$ cat src/rtl/sc_tx_retry.sv
module sc_tx_retry #(
  parameter int DIV_W   = 12,
  parameter int RETRY_W = 3
) (
  input  logic               clk,
  input  logic               rst_n,
  input  logic               sw_rst,
  input  logic [DIV_W-1:0]   etu_div,
  input  logic [RETRY_W-1:0] retry_max,
  input  logic               tie,
  input  logic               eie,
  input  logic               wr_en,
  input  logic [7:0]         wr_data,
  input  logic               err_clr,
  input  logic               line_in,
  output logic               drive_low,
  output logic               tdre,
  output logic               tend,
  output logic               err_flag,
  output logic               txi,
  output logic               eri
);
  localparam logic [3:0] SLOT_PAR  = 4'd9;
  localparam logic [3:0] SLOT_ERR  = 4'd10;
  localparam logic [3:0] SLOT_LAST = 4'd12;

  logic               busy;
  logic [DIV_W-1:0]   cnt;
  logic [3:0]         slot;
  logic [7:0]         tdr;
  logic [8:0]         tsr;
  logic [RETRY_W-1:0] retries;
  logic               nack;

  wire etu_end  = (cnt == etu_div - 1'b1);
  wire mid_err  = busy && (slot == SLOT_ERR) && (cnt == (etu_div >> 1));
  wire err_seen = mid_err && !line_in;
  wire at_limit = (retry_max != '0) && (retries == retry_max);

  assign drive_low = busy && (slot <= SLOT_PAR) && ((slot == 4'd0) || !tsr[0]);
  assign txi = tie & tdre & tend;
  assign eri = eie & err_flag;

  always_ff @(posedge clk or negedge rst_n) begin
    if (!rst_n) begin
      busy <= 1'b0; cnt <= '0; slot <= '0; tdr <= '0; tsr <= '0;
      retries <= '0; nack <= 1'b0; tdre <= 1'b1; tend <= 1'b1;
    end else if (sw_rst) begin
      busy <= 1'b0; cnt <= '0; slot <= '0; retries <= '0; nack <= 1'b0;
      tdre <= 1'b1; tend <= 1'b1;
    end else if (!busy) begin
      if (wr_en && tdre) begin
        tdr  <= wr_data;
        tsr  <= {^wr_data, wr_data};
        tdre <= 1'b0;
        tend <= 1'b0;
        busy <= 1'b1;
        cnt  <= '0;
        slot <= '0;
        nack <= 1'b0;
      end
    end else begin
      if (mid_err) nack <= !line_in;
      if (etu_end) begin
        cnt <= '0;
        if (slot >= 4'd1 && slot <= 4'd8) tsr <= tsr >> 1;
        if (slot == SLOT_LAST) begin
          if (nack) begin
            if (at_limit) busy <= 1'b0;
            else begin
              retries <= retries + 1'b1;
              tsr     <= {^tdr, tdr};
              slot    <= '0;
              nack    <= 1'b0;
            end
          end else begin
            busy    <= 1'b0;
            tdre    <= 1'b1;
            tend    <= 1'b1;
            retries <= '0;
          end
        end else begin
          slot <= slot + 1'b1;
        end
      end else begin
        cnt <= cnt + 1'b1;
      end
    end
  end

  always_ff @(posedge clk or negedge rst_n) begin
    if (!rst_n)        err_flag <= 1'b0;
    else if (err_seen) err_flag <= 1'b1;
    else if (err_clr)  err_flag <= 1'b0;
  end

  AST_TEND_LOW_WHILE_BUSY: assert property (@(posedge clk) disable iff (!rst_n)
    busy |-> !tend);
  AST_START_CLEARS_FLAGS: assert property (@(posedge clk) disable iff (!rst_n)
    $rose(busy) |-> (!tdre && !tend));
  AST_LATE_WRITE_IGNORED: assert property (@(posedge clk) disable iff (!rst_n)
    (!tdre && wr_en && !sw_rst) |=> $stable(tdr));
  AST_ERR_STICKY: assert property (@(posedge clk) disable iff (!rst_n)
    (err_flag && !err_clr) |=> err_flag);
  AST_TEND_WITH_TDRE: assert property (@(posedge clk) disable iff (!rst_n)
    $rose(tend) |-> tdre);
endmodule

$ cat config.mk
export PLATFORM = sky130hd
export DESIGN_NAME = sc_tx_retry
export DESIGN_NICKNAME = d
export VERILOG_FILES = /design/src/rtl/sc_tx_retry.sv
export SDC_FILE = /design/constraint.sdc
export NUM_CORES = 1
export LEC_CHECK = 0
export BUFFER_PORTS_ARGS = -buffer_cell sky130_fd_sc_hd__buf_2
export CORE_ASPECT_RATIO = 0.75
export CORE_UTILIZATION = 40
export CTS_BUF_LIST = sky130_fd_sc_hd__clkbuf_8
export DETAILED_ROUTE_END_ITERATION = 12
export PLACE_DENSITY = 0.7
export SLEW_MARGIN = 40
export SYNTH_ARGS = -nofsm -noshare
export SYNTH_HDL_FRONTEND = slang
export SYNTH_SLANG_ARGS = --single-unit
$ cat constraint.sdc
create_clock -name clk -period 3.16 [get_ports clk]
set_input_delay 0.316 -clock clk [delete_from_list [all_inputs] [get_ports clk]]
set_output_delay 0.316 -clock clk [all_outputs]
set_load 0.02 [all_outputs]
# == After elaboration in Yosys (flattened, before gate mapping) ==
# Cells that the tools add are included.
# totals
regBits,40
output_inout_bits,6
# classes
addsub,4
magnitude_cmp,3
n_eq_ne,12
n_mux,46
n_bitwise,5
n_reduce_logical,26
# ops
op,count
9-bit 2-to-1 mux,7
12-bit 2-to-1 mux,4
4-bit 2-to-1 mux,7
1-bit 2-to-1 mux,22
3-bit 2-to-1 mux,6
8-bit XOR reduction,2
"12-bit by 1-bit adder with 12-bit output, second input constant",1
12-bit by 11-bit equality test with 1-bit output,1
12-bit equality test,1
4-bit AND reduction,3
"12-bit by 1-bit subtractor with 12-bit output, second input constant",1
2-bit nonzero test,5
"4-bit equality test, second input constant",2
"4-bit <= comparator, second input constant",2
1-bit logical AND,8
"4-bit != test, second input constant",2
"3-bit by 2-bit != test with 1-bit output, second input constant",2
"3-bit != test, second input constant",2
3-bit AND reduction,2
3-bit nonzero test,2
"4-bit by 1-bit adder with 4-bit output, second input constant",1
"4-bit by 1-bit >= comparator with 1-bit output, second input constant",1
4-bit zero test,1
"3-bit by 1-bit adder with 3-bit output, second input constant",1
other kinds (6),10

# == Logic depth before layout (Yosys ltp) ==
# depth
word_depth,10
ltp_mapped,10

# == Worst setup path after synthesis ==
# Ideal clock, no wire load.
# synth_timing
path_type,input to register
start,input etu_div[0]
end,register tsr[0]
setup_ps,125
t_arrival_ps,2249
slack_ps,786
stages,9
path_cell_list,inv_1 > ha_1 > nor2b_1 > and3_1 > o221ai_1 > a211oi_4 > nand3_4 > o21ai_4 > mux2_4
# synth_via
elab_chain_cells,4
# synth_lines
element,line,source
start: declaration,8,"input logic [DIV_W-1:0] etu_div,"
12-bit by 1-bit subtractor with 12-bit output,35,wire etu_end = (cnt == etu_div - 1'b1);
12-bit equality test,35,
2-bit by 1-bit != test with 1-bit output (no source line),n/a,
3-bit AND reduction (no source line),n/a,
end signal: assignment,54,"tsr <= {^wr_data, wr_data};"
end signal: assignment,66,if (slot >= 4'd1 && slot <= 4'd8) tsr <= tsr >> 1;
end signal: assignment,72,"tsr <= {^tdr, tdr};"
end: declaration,31,logic [8:0] tsr;
# No other way between the ends.
# A chain may end at the register's enable or synchronous reset.

# == Worst setup path after layout ==
# layout_timing
start,register cnt[8]
end,register tsr[8]
# layout_via
elab_chain_cells,3
# layout_lines
element,line,source
start: declaration,28,logic [DIV_W-1:0] cnt;
start signal: assignment,86,cnt <= cnt + 1'b1;
12-bit equality test,35,
2-bit by 1-bit != test with 1-bit output (no source line),n/a,
3-bit AND reduction (no source line),n/a,
# No other way between the ends.

==> results.py <==
metrics = {
    "synthesis": {
        "async_reset_ff_share_pct": 100,
        "yosys.area.top_type_share_pct": 30.5,
        "synth_edf_count": 0,
        "synthFlopType": "dfrtp_1",
        "synth-xor-area-share_pct": 11.8,
        "ys_top_cells_by_count": "nand2_1, dfrtp_1, xnor2_1",
        "synth_cell_types": 61,
        "synth-compound-area-share_pct": 16.4,
        "seq_area_frac_synth_pct": 31.3,
        "yosysMostFrequentCell": "nand2_1",
        "synth_top_family_by_area": "simple AND/OR/NAND/NOR gates",
        "ys_warn_count": 0,
        "synth_nets": 402,
        "syn-instance-count": 364,
        "synthAdderAreaFrac_pct": 2.73,
        "synth_area_per_cell_um2": 8.80,
        "yosys.area_share.simple_pct": 23.0,
        "syn_area_um2": 3200,
        "ys_ff_latch": 40,
        "synth.area.top_cells": "dfrtp_1, xnor2_1, nand2_1",
        "muxShareOfSynthArea_pct": 9.80,
        "yosys.area.top_type": "dfrtp_1",
    },
    "cts": {
        "cts_root_buffer": "clkbuf_8",
        "cts.sinks": 40,
        "clkTransAtPathRegs_ns": 0.08,
        "postCtsResizedCells": 0,
        "cts_hold_buffers": 0,
        "clockBufferDepth": 2,
        "clkLatencyLatePin_ns": 0.29,
        "tritoncts": "built",
        "cts_max_level": 2,
        "cts-buffers-inserted": 5,
        "post_cts_buffers": 0,
    },
    "grt": {
        "antenna_found_initial": 0,
        "grt_max_degree": 41,
        "grt_pass1_vias": 2484,
        "gr-total-overflow": 0,
        "track_usage_pct": 19.0,
        "grt_pass1_wl_um": 12600,
    },
    "worst_setup_path": {
        "end_kind": "register",
        "cp_max_fo": 17,
        "cp-start-kind": "register",
        "cp_data_arrival_time_ns": 2.82,
        "crit_required_ns": 3.34,
        "path_class": "reg2reg",
    },
    "place": {
        "globalplace.congestion": 0.902,
        "port_buffers": 36,
        "place_hpwl_um": 5710,
    },
    "timing": {
        "hold_viol_final": 7,
        "tns_ns": 0,
        "slew_headroom_pct": 54.8,
        "finalCritPeriodShare_pct": 83.6,
        "period_needed_ns": 2.64,
        "slew_violations": 0,
        "rsz0062_at_grt": "false",
        "setup_viol": 0,
        "max_freq_mhz": 378,
        "fin_hold_ws_ns": -0.00617,
        "worst_pin_slew_ns": 0.672,
        "skew_ns": 0.00678,
    },
    "run_status": {
        "violations": "negative hold slack",
        "outcome": "complete, but fails checks",
    },
    "finish": {
        "drive_gt1_share_pct": 19.9,
        "nets": 429,
        "finish.utilization_pct": 46.7,
        "sequential_cell_area_um2": 1000,
        "fillers": 719,
        "antenna_cells": 0,
        "multi_input_area_um2": 2040,
        "area_growth_pct": 9.77,
    },
    "drt": {
        "drc": 0,
        "drt_iter0_drc": 220,
        "firstDrtPassIters": 6,
        "drt-wirelength-per-cell_um": 15.4,
        "wl_um": 7570,
        "vias": 2767,
        "vias_per_cell": 5.62,
        "drtAntennaViolNets": 0,
    },
    "floorplanning": {
        "die_h_um": 79.5,
        "die_w_um": 105,
        "core_area_um2": 7530,
        "dieArea_um2": 8370,
        "start_util_pct": 42.5,
        "std_cell_rows": 27,
        "pin_count": 37,
    },
    "pwr": {
        "p_leak_uw": 0.00139,
        "power_density_nw_per_um2": 408,
        "max-vdd-ir-drop_mv": 0.181,
    },
    "run": {
        "drv_cap": 0,
    },
    "hold_path": {
        "hp-class": "in2async",
    },
}
-- area by class of cell --
cell class	instances	area share (%)
Multi-Input combinational cell	291	58.1
Sequential cell	40	28.5
Timing Repair Buffer	41	6.26
Tap cell	101	3.59
Clock buffer	5	1.96
Inverter	12	1.28
Clock inverter	2	0.249
-- cell usage in the layout (no fill, tap or decap), types with 4 or more instances in the layout --
cell	count
and3_1	5
nand2_1	45
nor3_1	6
and2_1	4
mux2_4	8
nand3_1	16
a31oi_1	5
nand2b_1	7
nand4_1	6
nor2_1	24
ha_1	7
a21oi_1	21
mux2_2	8
buf_2	35
mux2i_1	9
o211ai_1	9
clkbuf_8	5
xor2_1	9
inv_1	13
buf_4	6
xnor2_1	34
dfrtp_1	39
o21ai_0	14
-- sequential cells by signal, indices dropped and copies added, names as in the netlist --
register and flops:
nack 1, tsr 9, tend 1, err_flag 1, slot 4, cnt 12
busy 1, tdr 8, retries 3
-- path summary, 6_finish.rpt --
check                         from        to  slack, ns  cells past startpoint
max                         cnt[8]    tsr[8]       0.52                      7
min                          rst_n    tdr[3]     -0.006                      1
max reg2reg                 cnt[8]    tsr[8]       0.52                      7
min reg2reg                 tdr[7]    tdr[7]       0.53                      2
max in group asynchronous    rst_n      tend       2.79                      1
min in group clk           err_clr  err_flag       0.20                      2
-- per-stage QoR --
step	hold slack, ns	setup WS, ns	power [uW]	area, um^2	instances
floorplan	0.0204	0.786	998	3200	364
global placement	0.500	0.392	1100	3430	485
detailed placement	0.331	0.302	1120	3440	485
CTS	0.0159	0.572	1440	3520	492
global route	0.0323	0.378	1520	3520	492
finish	-0.00617	0.517	1430	3520	492
-- report_power, final --
group / switching [uW] / internal, uW / total, uW
sequential: 80.0 / 590 / 670
combinational: 206 / 236 / 443
clock: 174 / 147 / 321
total: 460 / 973 / 1430
-- critical path: stages (launching register included) --
cell and delay (ns):
dfrtp_1 0.44, xnor2_1 0.50, xnor2_1 0.18, a41oi_1 0.18
a22oi_4 0.27, nand3_2 0.32, a311o_1 0.37, a32o_1 0.25
-- logic make-up (layout without fill, tap and decap cells) --
| kind of cell | count (synthesis) | in the layout |
|---|---|---|
| buffers and inverters | 33 | 60 |
| adder cells (fa/ha/maj) | 7 | 7 |
| multiplexers | 26 | 26 |
| AND/OR/NAND/NOR | 140 | 140 |
| XOR/XNOR | 43 | 43 |
| AO/OA/AOI/OAI | 75 | 75 |
| flip-flops | 40 | 40 |
-- per-layer routing --
| layer | vias to the layer above | track usage [%] | share of wire [%] |
|---|---|---|---|
| met5 | - | 0 | 0 |
| met4 | 0 | 3.38 | 0.79 |
| met3 | 8 | 3.92 | 6.7 |
| met2 | 98 | 27.5 | 42 |
| met1 | 1310 | 29.0 | 50 |
| li1 | 1351 | - | - |
No activity file was read; power rests on OpenSTA's default activity.
